**src/rtl/i2s_mclk_gen_pkg.sv**
```systemverilog
package i2s_mclk_gen_pkg;
    // The bit clock must exceed this multiple of the frame rate
    localparam int unsigned FRAME_RATIO   = 34;
    // The codec clock must be at least this multiple of the bit clock
    localparam int unsigned CODEC_RATIO   = 6;
    // Each output period spans 2*(div+1) codec cycles, so div+1 >= ceil(CODEC_RATIO/2)
    localparam int unsigned MIN_CK_SPAN   = (CODEC_RATIO + 1) / 2;
    // Bits needed to hold FRAME_RATIO
    localparam int unsigned RATIO_BITS    = $clog2(FRAME_RATIO + 1);
endpackage

```
**src/rtl/i2s_half_div.sv**
```systemverilog
module i2s_half_div #(
    parameter int unsigned W = 8
) (
    input  logic         clk,
    input  logic         rst_n,
    input  logic         run,
    input  logic [W-1:0] limit_in,
    output logic         tgl_out
);
    typedef struct packed {
        logic [W-1:0] cnt;
        logic [W-1:0] lim;
        logic         tgl;
    } div_state_t;

    div_state_t st_d, st_q;

    always_comb begin
        st_d = st_q;
        if (!run) begin
            st_d.cnt = '0;
            st_d.lim = limit_in;
            st_d.tgl = 1'b0;
        end else if (st_q.cnt == st_q.lim) begin
            st_d.cnt = '0;
            st_d.lim = limit_in;
            st_d.tgl = ~st_q.tgl;
        end else begin
            st_d.cnt = st_q.cnt + 1'b1;
        end
    end

    always_ff @(posedge clk or negedge rst_n) begin
        if (!rst_n) st_q <= '0;
        else        st_q <= st_d;
    end

    assign tgl_out = st_q.tgl;


    stop_low_chk: assert property (@(posedge clk) disable iff (!rst_n)
        !run |=> (!st_q.tgl && st_q.cnt == '0));


    half_hold_chk: assert property (@(posedge clk) disable iff (!rst_n)
        (run && st_q.cnt != st_q.lim) |=> $stable(st_q.tgl));


    lim_hold_chk: assert property (@(posedge clk) disable iff (!rst_n)
        (run && st_q.cnt != st_q.lim) |=> $stable(st_q.lim));


    cnt_bound_chk: assert property (@(posedge clk) disable iff (!rst_n)
        st_q.cnt <= st_q.lim);
endmodule

```
**src/rtl/i2s_ratio_chk.sv**
```systemverilog
module i2s_ratio_chk
    import i2s_mclk_gen_pkg::*;
#(
    parameter int unsigned CK_W = 8,
    parameter int unsigned FS_W = 16
) (
    input  logic [CK_W-1:0] ck_div,
    input  logic [FS_W-1:0] fs_div,
    output logic            ratio_err
);
    localparam int unsigned SPAN_W = CK_W + 1 + RATIO_BITS;
    localparam int unsigned CMP_W  = ((FS_W + 1 > SPAN_W) ? FS_W + 1 : SPAN_W);

    logic [CMP_W-1:0] ck_p1_d, fs_p1_d, span_d;

    always_comb begin
        ck_p1_d   = CMP_W'(ck_div) + CMP_W'(1);
        fs_p1_d   = CMP_W'(fs_div) + CMP_W'(1);
        span_d    = ck_p1_d * CMP_W'(FRAME_RATIO);
        ratio_err = (fs_p1_d <= span_d) || (ck_p1_d < CMP_W'(MIN_CK_SPAN));
    end
endmodule

```
**src/rtl/i2s_mclk_gen.sv**
```systemverilog
module i2s_mclk_gen
    import i2s_mclk_gen_pkg::*;
#(
    parameter int unsigned CK_W      = 8,
    parameter int unsigned FS_HALF_W = 8
) (
    input  logic                 clk,
    input  logic                 rst_n,
    input  logic                 gate_off,
    input  logic [CK_W-1:0]      ck_div,
    input  logic [FS_HALF_W-1:0] fs_div_hi,
    input  logic [FS_HALF_W-1:0] fs_div_lo,
    output logic                 bclk,
    output logic                 fsync,
    output logic                 cfg_err
);
    localparam int unsigned FS_W = 2 * FS_HALF_W;

    logic            run_d;
    logic [FS_W-1:0] fs_div_d;

    always_comb begin
        run_d    = ~gate_off;
        fs_div_d = {fs_div_hi, fs_div_lo};
    end

    i2s_half_div #(.W(CK_W)) u_bclk_div (
        .clk      (clk),
        .rst_n    (rst_n),
        .run      (run_d),
        .limit_in (ck_div),
        .tgl_out  (bclk)
    );

    i2s_half_div #(.W(FS_W)) u_fsync_div (
        .clk      (clk),
        .rst_n    (rst_n),
        .run      (run_d),
        .limit_in (fs_div_d),
        .tgl_out  (fsync)
    );

    i2s_ratio_chk #(.CK_W(CK_W), .FS_W(FS_W)) u_ratio (
        .ck_div    (ck_div),
        .fs_div    (fs_div_d),
        .ratio_err (cfg_err)
    );


    gate_off_chk: assert property (@(posedge clk) disable iff (!rst_n)
        gate_off |=> (!bclk && !fsync));


    codec_ratio_chk: assert property (@(posedge clk) disable iff (!rst_n)
        (CK_W'(ck_div) < CK_W'(MIN_CK_SPAN - 1)) |-> cfg_err);


    joint_restart_chk: assert property (@(posedge clk) disable iff (!rst_n)
        $fell(gate_off) |-> (!bclk && !fsync));
endmodule

```
**config.mk**
```make
export PLATFORM = sky130hd
export DESIGN_NAME = i2s_mclk_gen
export DESIGN_NICKNAME = d
export VERILOG_FILES = /design/src/rtl/i2s_mclk_gen_pkg.sv /design/src/rtl/i2s_half_div.sv /design/src/rtl/i2s_ratio_chk.sv /design/src/rtl/i2s_mclk_gen.sv
export SDC_FILE = /design/constraint.sdc
export NUM_CORES = 1
export LEC_CHECK = 0
export BUFFER_PORTS_ARGS = -buffer_cell sky130_fd_sc_hd__buf_2
export CAP_MARGIN = 20
export CELL_PAD_IN_SITES_DETAIL_PLACEMENT = 0
export CELL_PAD_IN_SITES_GLOBAL_PLACEMENT = 1
export CORE_MARGIN = 8
export CORE_UTILIZATION = 40
export DETAILED_ROUTE_END_ITERATION = 7
export HOLD_SLACK_MARGIN = 0.05
export PLACE_DENSITY = 0.77
export SLEW_MARGIN = 20
export SYNTH_ARGS = -nofsm -noshare
export SYNTH_HDL_FRONTEND = slang
export SYNTH_SLANG_ARGS = --single-unit
```
**constraint.sdc**
```tcl
create_clock -name clk -period 6.7 [get_ports clk]
set_input_delay 1.34 -clock clk [delete_from_list [all_inputs] [get_ports clk]]
set_output_delay 1.34 -clock clk [all_outputs]
set_load 0.01 [all_outputs]
```
Word-level counts from Yosys, hierarchy flattened --
Index checks and enable logic that the tools add are counted.
Word-level totals: register bits 50, bits of input ports 27, output and inout bits 3
Operators by class: $add $sub $neg 4, multipliers 1, magnitude comparators 2, equality and inequality tests 2, multiplexer cells 6, bitwise logic cells 2, reduce and logical (&&, ||, !) cells 3
Operators by type and width (number):
- two-way mux 17 bit | 2
- two-way mux 33 bit | 1
- adder 16 x 1 -> 17 bit, second input constant | 1
- less-or-equal comparator 17 bit | 1
- less-than comparator 17 x 2 -> 1 bit, second input constant | 1
- multiplier 17 x 5 -> 16 bit, second input constant | 1
- adder 16 x 1 -> 16 bit, second input constant | 1
- equality test 16 bit | 1
- two-way mux 16 bit | 1
- adder 8 x 1 -> 9 bit, second input constant | 1
- two-way mux 9 bit | 1
- adder 8 x 1 -> 8 bit, second input constant | 1
- equality test 8 bit | 1
- two-way mux 8 bit | 1
- nonzero test 2 bit | 2
- inverter 1 bit | 2
- logical OR 1 bit | 1

Logic depth before layout (Yosys ltp) --
Gate-level depths: netlist of run 1.
depth in word-level cells 4, mapped depth 19

Cells and area by module --
From an unflattened synthesis of run 1, not the netlist that was laid out.
Second synthesis, totals: cell total of the unflattened synthesis 334, area, all modules 3504.6 um^2
By module, submodules not included:
- i2s_half_div at u_fsync_div | times used 1, cells an instance 130, area an instance 1647.8 um^2, seq. area each 825.8 um^2
- i2s_ratio_chk | times used 1, cells an instance 140, area an instance 1047.3 um^2, seq. area each 0.0 um^2
- i2s_half_div at u_bclk_div | times used 1, cells an instance 63, area an instance 805.8 um^2, seq. area each 425.4 um^2
- i2s_mclk_gen | times used 1, cells an instance 1, area an instance 3.8 um^2, seq. area each 0.0 um^2

Worst setup path after synthesis of run 1 --
Ideal clock, no wire load.
path type input -> output, start point in ck_div[0], end point out cfg_err, arrival 4.978 ns, required time 5.360 ns, slack 0.382 ns, stages on the path 18, buffers on the path 1, cell sequence ha_1 and3_1 buf_6 and3_1 xnor2_1 inv_2 ha_1 fa_1 a21o_1 a21oi_1 nor2b_1 o21ai_1 xnor2_1 ha_1 nand4_1 nor4_4 a2111oi_0 a211oi_1
Between the ends: word-level cells in the longest chain between the ends 4, elaborated cells between the ends (all ways) 5
RTL lines:
- from (decl) | RTL line i2s_mclk_gen.sv:10 | input logic [CK_W-1:0] ck_div,
- adder 8 x 1 -> 9 bit * | RTL line i2s_ratio_chk.sv:17 | ck_p1_d = CMP_W'(ck_div) + CMP_W'(1);
- multiplier 17 x 5 -> 16 bit | RTL line i2s_ratio_chk.sv:19 | span_d = ck_p1_d * CMP_W'(FRAME_RATIO);
- less-or-equal comparator 17 bit | RTL line i2s_ratio_chk.sv:20 | ratio_err = (fs_p1_d <= span_d) || (ck_p1_d < CMP_W'(MIN_CK_SPAN));
- logical OR 1 bit * | RTL line i2s_ratio_chk.sv:20
- to (decl) | RTL line i2s_mclk_gen.sv:15 | output logic cfg_err
Every way passes the cells marked *; elsewhere a longest branch is shown, timed or not.

Final worst setup path of run 1 --
Ends and elaborated chain as after synthesis.

==> summary.md, run 1 <==
| Metric | Value |
|---|---|
| Proportion of layout cells with a drive suffix above 1 | roughly 14% |
| Clock transition at the register clock pins on the worst setup and hold paths after CTS | approximately 0.080 ns |
| Minimum clock period | between 6 and 7 ns |
| Final #Nets | about 430 |
| Final estimated routing congestion in global placement | roughly 0.84 |
| Final hold viol count | 0 |
| Total die area | between 10000 and 15000 µm² |
| Synthesized instance count | about 340 |
| Area growth from synthesis to layout | 11.1% |
| Antenna-violating nets left | 0 |
| Std-Cell Rows | 33 |
| Number of clock sinks | 50 |
| Highest cell delay on the worst timing path | roughly 0.47 ns |
| Die Y | around 110 µm |
| Fraction of synthesis flops using an asynchronous set or reset pin | 100% |
| ANT cells | 0 |
| Max clock buf depth | 2 |
| Sum of negative setup slack | 0 ns |
| Worst setup path class | input pin to output pin |
| Slew margin rel. | between 50 and 60% |
| Synthesized area divided by synthesized cell count | just over 10 µm² |
| Synth Warn # | 0 |
| Total overflow reported by the global router | 0 |
| Count of max-cap constraint violations | 0 |
| Top cells by count, synth | sky130_fd_sc_hd__xnor2_1, sky130_fd_sc_hd__dfrtp_1, sky130_fd_sc_hd__nor2_1 |
| Clock latency on the worst-skew pair | roughly 0.30 ns |
| Initial Utilization | between 40% and 50% |
| Top fanout value on the critical path | 8 |
| Least-Margin Pin Slew | 0.608 ns |
| Number of top-level pins | 30 |
| Largest net degree at the start of global routing | 51 |
| Cell types occupying the most area after synthesis | sky130_fd_sc_hd__dfrtp_1, sky130_fd_sc_hd__xnor2_1, sky130_fd_sc_hd__ha_1 |
| Synth Cell Area | ~3400 µm² |
| Routed WL per cell | 14.9 µm |
| Critical path endpoint category | output pin |
| Most repeated library cell on the critical path | sky130_fd_sc_hd__ha_1 |
| Final Skew | 0.00773 ns |
| Unrepaired setup endpoints after global routing | false |
| Leading area contributor after synthesis | sky130_fd_sc_hd__dfrtp_1 |
| CTS tree | yes |
| Power, Total | around 700 µW |
| Number of unique standard cell types used by synthesis | 46 |
| Total clock buffers created by CTS | 5 |
| Worst path slowest cell | sky130_fd_sc_hd__fa_1 |
| Sequential-to-total area share from yosys stat | a little over a third |
| Power per cell area | about 180 nW/µm² |
| GR Util All Layers | 12.7% |
| Cell at the root of the clock tree | sky130_fd_sc_hd__clkbuf_8 |
| Initial DRC Count | slightly above 100 |
| Required time at the endpoint of the critical path | approximately 5.4 ns |
| Post-detailed-placement cell area | roughly 3700 µm² |
| Setup violations, final | 0 |
| Max-slew violation total from the final report | 0 |
| Number of enable flip-flop cells after synthesis | 0 |
| Net count after synthesis | 392 |
| Detailed placement HPWL | ~5700 µm |
| Most common flop cell mapped by yosys | sky130_fd_sc_hd__dfrtp_1 |
| Via-per-instance ratio | 5.16 |
| Via count | between 2000 and 2500 |
| First-pass GRT wire length | between 10000 and 15000 µm |
| Wirelength, routed | between 7000 and 8000 µm |
| Final standard cell area without fillers | 3800 µm² |
| Worst Setup Start Kind | input pin |
| Number of iterations in the first detailed-routing pass | 4 |
| Vias in the first global route | about 2500 |
| Area of the placeable core | 8260 µm² |
| Fraction of post-synthesis cell area in the top cell type by area | a little over a third |
| Hold crit path type | register to register |
| Port-buffer cells | 29 |
| Peak clock frequency supported by timing | around 0.16 GHz |
| Flip-flop and latch count after synthesis | 50 |
| Number of setup buffers added after CTS | 0 |
| Arrival @ worst endpoint | ~5 ns |
| Run status | finished, final reports clean |
| Cells along the critical path | buf_2 > ha_1 > and3_1 > and3_1 > xnor2_2 > inv_2 > ha_1 > fa_1 > a21o_1 > a21oi_2 > nor2b_1 > o21ai_1 > xnor2_1 > ha_1 > nand2_1 > o21ai_0 > a2111oi_1 > a2111oi_0 > a211oi_1 > buf_2 |
| Most repeated cell in the gate-level netlist after synthesis | sky130_fd_sc_hd__xnor2_1 |
| Die W | 108 µm |
| CTS H-Tree Depth | 2 |
| DRC violation count after routing | 0 |
| Pleak | about 0.0016 µW |
| Period utilization | 94.1% |
| Maximum ir drop on the vdd rail | 0.102 mV |
| Number of antenna violations at the first check in global routing | 0 |
-- what timing repair did --
action / CTS / global route
gates resized for setup: 0 / 4
hold buffers: 0 / 0
setup endpoints to repair: 0 / 1
-- where the power goes --
group	total, µW	internal [µW]	switching (µW)
registers	335	319	15.6
clock network	199	104	94.4
logic	162	75.2	86.6
-- per-layer routing --
metal	up-vias	routed length (µm)	track usage, %
li1	1240	-	-
met1	1173	3240	16.0
met2	38	3490	21.3
met3	9	244	2.26
met4	0	116	4.40
met5	-	0	0
-- cells by family after synthesis --
| logic type | count (synthesis) | synth area share, % |
|---|---|---|
| mux | 25 | 8.20 |
| fa+ha+maj | 27 | 10.1 |
| compound gates | 28 | 5.86 |
| flops | 50 | 36.6 |
| other cells | 1 | 0.110 |
| xor+xnor | 72 | 18.4 |
| buf+inv | 22 | 3.29 |
| simple gates | 113 | 17.4 |
-- path summary, 6_finish.rpt --
kind                                                       from                                to  slack [ns]  cells after the start
worst min-delay path            u_fsync_div.st_q[4]$_DFFE_PN0P_   u_fsync_div.st_q[4]$_DFFE_PN0P_        0.52                      1
worst min register to register  u_fsync_div.st_q[4]$_DFFE_PN0P_   u_fsync_div.st_q[4]$_DFFE_PN0P_        0.52                      1
worst max-delay path                                  ck_div[0]                           cfg_err        0.40                     20
min in group asynchronous                                 rst_n    u_fsync_div.st_q[29]$_DFF_PN0_        1.13                      2
worst max register to register   u_fsync_div.st_q[20]$_DFF_PN0_  u_fsync_div.st_q[15]$_DFFE_PN0P_        4.50                      6
max in group asynchronous                                 rst_n    u_bclk_div.st_q[8]$_DFFE_PN0P_        5.16                      2
-- sequential cells by signal (all words and copies together) (netlist names) --
name                 count
u_fsync_div.tgl_out      1
u_fsync_div.st_q        32
u_bclk_div.tgl_out       1
u_bclk_div.st_q         16
-- stage by stage --
step | hold WS [ns] | worst slack, ns | util [%] | std cells
finish | 0.518 | 0.399 | 46.0 | 477
global route | 0.532 | 0.0586 | 46.0 | 477
detailed placement | 0.501 | 0.142 | 44.5 | 469
global placement | 0.490 | 0.282 | 44.5 | 469
floorplan | 0.480 | 0.382 | - | 338
CTS | 0.523 | 0.128 | 45.8 | 477
-- cell type report --
class / count / area (µm²)
Fill cell: 820 / 4460
Multi-Input combinational cell: 266 / 2070
Sequential cell: 50 / 1250
Timing Repair Buffer: 34 / 183
Tap cell: 105 / 131
Clock buffer: 8 / 110
Inverter: 14 / 52.6
-- critical path: cells and delay by family --
kind            cells  cell delay [ns]
simple gates        4             0.48
fa+ha+maj           4             1.36
compound gates      7             1.16
xor+xnor            2             0.24
buf+inv             3             0.37
-- layout by cell type (no fill, tap or decap), types with 9 or more instances in the layout --
cell type	synthesis	final
sky130_fd_sc_hd__and3_1	9	9
sky130_fd_sc_hd__nor2_1	37	37
sky130_fd_sc_hd__dfrtp_1	50	50
sky130_fd_sc_hd__buf_2	3	29
sky130_fd_sc_hd__inv_1	13	13
sky130_fd_sc_hd__nand2_1	15	15
sky130_fd_sc_hd__ha_1	26	26
sky130_fd_sc_hd__nand3_1	16	16
sky130_fd_sc_hd__xnor2_1	56	55
sky130_fd_sc_hd__nand4_1	16	16
sky130_fd_sc_hd__mux2_1	24	24
sky130_fd_sc_hd__xor2_1	16	16
(Power assumes the default switching activity.)
==> run 2, diff against run 1 <==
--- a/config.mk
+++ b/config.mk
@@ -13,8 +13,9 @@
 export CORE_UTILIZATION = 40
 export DETAILED_ROUTE_END_ITERATION = 7
 export HOLD_SLACK_MARGIN = 0.05
-export PLACE_DENSITY = 0.77
+export PLACE_DENSITY_LB_ADDON = 0.1
 export SLEW_MARGIN = 20
 export SYNTH_ARGS = -nofsm -noshare
 export SYNTH_HDL_FRONTEND = slang
+export SYNTH_HIERARCHICAL = 1
 export SYNTH_SLANG_ARGS = --single-unit
==> summary.md, run 2 <==
| Metric | Value |
|---|---|
| Run status | finished, final reports clean (unchanged) |
| Number of enable flip-flop cells after synthesis | 0 (unchanged) |
| Count of filler cells inserted in the layout | 866 (was 820) |
| Synth Cell Area | 3500 µm² (was 3420 µm²) |
| Least-Margin Pin Slew | 0.647 ns (was 0.608 ns) |
| Final #Nets | 420 (was 425) |
| Slew margin rel. | 56.7% (was 59.5%) |
| Total die area | 12000 µm² (was 11800 µm²) |
| Via-per-instance ratio | 5.11 (was 5.16) |
| Endpoint of the worst register-to-register path | u_fsync_div/st_q[16]$_DFFE_PN0P_ (was u_fsync_div.st_q[15]$_DFFE_PN0P_) |
| Leading registers by flop count | u_fsync_div/st_q x32, u_bclk_div/st_q x16 (was u_fsync_div.st_q x32, u_bclk_div.st_q x16) |
| Number of top-level pins | 30 (unchanged) |
| Final Skew | 0.00447 ns (was 0.00773 ns) |
| Fraction of post-synthesis cell area in the top cell type by area | 35.7% (was 36.6%) |
| Final hold viol count | 0 (unchanged) |
| Proportion of layout cells with a drive suffix above 1 | 21.7% (was 14.2%) |
| Worst Hold Path Cells | 1 (unchanged) |
| Die W | 110 µm (was 108 µm) |
| Pleak | 0.00177 µW (was 0.00162 µW) |
| Cell at the root of the clock tree | sky130_fd_sc_hd__clkbuf_8 (unchanged) |
| Share of the core filled with cells | 44.6% (was 46.0%) |
| Number of iterations in the first detailed-routing pass | 4 (unchanged) |
| Flip-flop and latch count after synthesis | 50 (unchanged) |
| Worst hold slack across all endpoints | 0.533 ns (was 0.518 ns) |
| Via count | 2430 (was 2460) |
| Antenna-violating nets left | 0 (unchanged) |
| Endpoint with the worst hold slack | u_fsync_div/st_q[17]$_DFF_PN0_ (was u_fsync_div.st_q[4]$_DFFE_PN0P_) |
| NetSw | 203 µW (was 197 µW) |
| Most frequent cells in the layout | sky130_fd_sc_hd__dfrtp_1, sky130_fd_sc_hd__xor2_1, sky130_fd_sc_hd__nor2_1 (was sky130_fd_sc_hd__xnor2_1, sky130_fd_sc_hd__dfrtp_1, sky130_fd_sc_hd__nor2_1) |
| Most common cell after layout, fill and taps aside | sky130_fd_sc_hd__dfrtp_1 (was sky130_fd_sc_hd__xnor2_1) |
| Area occupied by multi-input gates | 2140 µm² (was 2070 µm²) |
| CTS H-Tree Depth | 2 (unchanged) |
| Cell types occupying the most area after synthesis | sky130_fd_sc_hd__dfrtp_1, sky130_fd_sc_hd__xor2_1, sky130_fd_sc_hd__ha_1 (was sky130_fd_sc_hd__dfrtp_1, sky130_fd_sc_hd__xnor2_1, sky130_fd_sc_hd__ha_1) |
| Count of placed standard cells including taps | 468 (was 469) |
| Worst Setup Start Kind | input pin (unchanged) |
| Setup violations, final | 0 (unchanged) |
| Most common flop cell mapped by yosys | sky130_fd_sc_hd__dfrtp_1 (unchanged) |
| Area growth from synthesis to layout | 9.35% (was 11.1%) |
| Clock latency on the worst-skew pair | 0.30 ns (about the same) |
| Net count after synthesis | 387 (was 392) |
| CTS tree | yes (unchanged) |
| Flip-flop count of the largest register after layout | 32 (unchanged) |
| Internal Power | 479 µW (was 499 µW) |
| Detailed placement HPWL | 5790 µm (was 5680 µm) |
| First-pass GRT wire length | 12600 µm (was 11900 µm) |
| Leading area contributor after synthesis | sky130_fd_sc_hd__dfrtp_1 (unchanged) |
| Most repeated cell in the gate-level netlist after synthesis | sky130_fd_sc_hd__dfrtp_1 (was sky130_fd_sc_hd__xnor2_1) |
| Max clock buf depth | 2 (unchanged) |
| Fraction of synthesis flops using an asynchronous set or reset pin | 100% (unchanged) |
| ANT cells | 0 (unchanged) |
| Sequential-to-total area share from yosys stat | 35.7% (was 36.6%) |
| Arrival @ worst endpoint | 4.93 ns (was 4.96 ns) |
| Top cells by count, synth | sky130_fd_sc_hd__dfrtp_1, sky130_fd_sc_hd__nor2_1, sky130_fd_sc_hd__xor2_1 (was sky130_fd_sc_hd__xnor2_1, sky130_fd_sc_hd__dfrtp_1, sky130_fd_sc_hd__nor2_1) |
| Worst setup path class | input pin to output pin (unchanged) |
| Hold crit path type | register to register (unchanged) |
| Clock group share of total power | 27.3% (was 28.6%) |
| Std-Cell Rows | 34 (was 33) |
| Clock transition at the register clock pins on the worst setup and hold paths after CTS | 0.09 ns (was 0.08 ns) |
| Number of clock sinks | 50 (unchanged) |
| Minimum clock period | 6.27 ns (was 6.30 ns) |
| Area of the placeable core | 8590 µm² (was 8260 µm²) |
| Switching power as a share of total power | 29.7% (was 28.3%) |
| Depth of the most critical reg-to-reg path | 5 (was 6) |
| Critical path endpoint category | output pin (unchanged) |
| Total overflow reported by the global router | 0 (unchanged) |
| Period utilization | 93.6% (was 94.1%) |
| Vias in the first global route | 2506 (was 2466) |
| Count of max-cap constraint violations | 0 (unchanged) |
| Startpoint of the most critical register-to-register path | u_fsync_div/st_q[25]$_DFF_PN0_ (was u_fsync_div.st_q[20]$_DFF_PN0_) |
| Setup slack on the worst flop-to-flop path | 4.50 ns (about the same) |
| Required time at the endpoint of the critical path | 5.36 ns (about the same) |
| Filler-free cell count of the finished design | 476 (was 477) |
| Min-Delay Startpoint | u_fsync_div/st_q[17]$_DFF_PN0_ (was u_fsync_div.st_q[4]$_DFFE_PN0P_) |
| Post-Place Worst Slack | 0.339 ns (was 0.142 ns) |
| DRC violation count after routing | 0 (unchanged) |
| Max-slew violation total from the final report | 0 (unchanged) |
| Peak clock frequency supported by timing | 0.159 GHz (about the same) |
| Number of unique standard cell types used by synthesis | 50 (was 46) |
| Initial Utilization | 40.8% (was 41.4%) |
| Wirelength, routed | 7330 µm (was 7090 µm) |
| Synthesized area divided by synthesized cell count | 10.5 µm² (was 10.1 µm²) |
| Power per cell area | 178 nW/µm² (was 183 nW/µm²) |
| GR Util All Layers | 13.2% (was 12.7%) |
| Initial DRC Count | 51 (was 102) |
| Part of the total power dissipated in combinational logic | 23.5% (was 23.3%) |
| Most flop-heavy register | u_fsync_div/st_q (was u_fsync_div.st_q) |
| Port-buffer cells | 29 (unchanged) |
| Number of antenna violations at the first check in global routing | 1 (was 0) |
| Final worst-path setup slack | 0.428 ns (was 0.399 ns) |
| Maximum ir drop on the vdd rail | 0.0946 mV (was 0.102 mV) |
| Top fanout value on the critical path | 7 (was 8) |
| Power, Total | 681 µW (was 696 µW) |
| Synthesized instance count | 334 (was 338) |
| Final estimated routing congestion in global placement | 0.773 (was 0.835) |
| Die Y | 110 µm (was 108 µm) |
| Fraction of power consumed by sequential logic | 49.1% (was 48.2%) |
| Synth Warn # | 6 (was 0) |
| Routed WL per cell | 15.4 µm (was 14.9 µm) |
| FF/Latch Area | 1250 µm² (unchanged) |
| Total clock buffers created by CTS | 5 (unchanged) |
| Largest net degree at the start of global routing | 51 (unchanged) |
## run 2: cell count changes after synthesis, sizes merged, moves of 4 or more
cell | before | now
nand2 | 15 | 19
xor2 | 16 | 36
nand4 | 16 | 11
xnor2 | 56 | 34
## run 2: area by class of cell
type	instances	area share [%]
multi-input cells	265	55.9
inverters	15	1.47
well taps	108	3.53
clock inverters	2	0.326
clock buffers	6	2.15
flip-flops and latches	50	32.6
repair buffers	30	3.98
## run 2: metrics by stage
step	area [µm²]	setup TNS [ns]
6_report	3830	0
2_1_floorplan	3500	0
3_5_place_dp	3730	0
5_1_grt	3830	-0.0461
3_3_place_gp	3730	0
4_1_cts	3830	0
## run 2: power by group through the flow
stage                     clock network [µW]  logic (µW)  registers [µW]
after global placement                     0         162             341
after floorplan                            0         120             337
after global routing                     203         184             338
after detailed placement                   0         163             341
final                                    186         160             335
after CTS                                195         164             335
## run 2: worst max path at each step
stage | start | endpoint | cells past startpoint
floorplan | ck_div[1] | cfg_err | 17
global placement | ck_div[0] | cfg_err | 20
detailed placement | ck_div[0] | cfg_err | 20
CTS | ck_div[0] | cfg_err | 20
global route | ck_div[0] | cfg_err | 20
finish | ck_div[0] | cfg_err | 20
## run 2: cell families (layout without fill, tap and decap cells)
logic type	count (synthesis)	after routing	share of synthesized area (%)
other cells	1	1	0.107
compound gates	29	29	5.64
mux	24	24	9.43
flops	50	50	35.7
buf+inv	19	53	3.36
simple gates	115	115	18.8
fa+ha+maj	26	26	9.50
xor+xnor	70	70	17.5
## run 2: routing by layer
layer | global-route usage [%] | part of all wire [%] | up-vias
met1 | 17.4 | 46 | 1157
met3 | 2.99 | 4.4 | 9
li1 | - | - | 1223
met5 | 0 | 0.15 | -
met4 | 3.18 | 1.0 | 2
met2 | 21.6 | 48 | 39
## run 2: worst max-delay path: stages
cell	delay (ns)
sky130_fd_sc_hd__buf_2	0.16
sky130_fd_sc_hd__ha_1	0.22
sky130_fd_sc_hd__nand2_1	0.06
sky130_fd_sc_hd__nor2_1	0.18
sky130_fd_sc_hd__xnor2_1	0.22
sky130_fd_sc_hd__inv_1	0.11
sky130_fd_sc_hd__ha_1	0.33
sky130_fd_sc_hd__fa_1	0.46
sky130_fd_sc_hd__a21o_1	0.17
sky130_fd_sc_hd__a21oi_1	0.21
sky130_fd_sc_hd__nor2b_1	0.07
sky130_fd_sc_hd__o21ai_1	0.14
sky130_fd_sc_hd__xnor2_1	0.08
sky130_fd_sc_hd__ha_1	0.31
sky130_fd_sc_hd__nand2_1	0.07
sky130_fd_sc_hd__nor4_2	0.24
sky130_fd_sc_hd__o21ai_0	0.13
sky130_fd_sc_hd__o211ai_1	0.18
sky130_fd_sc_hd__o211ai_1	0.09
sky130_fd_sc_hd__buf_2	0.15
## run 2: repair_timing
item,in CTS,in global routing
gates resized for setup,0,1
hold buffers,0,0
setup endpoints to repair,0,1
buffers inserted,0,0
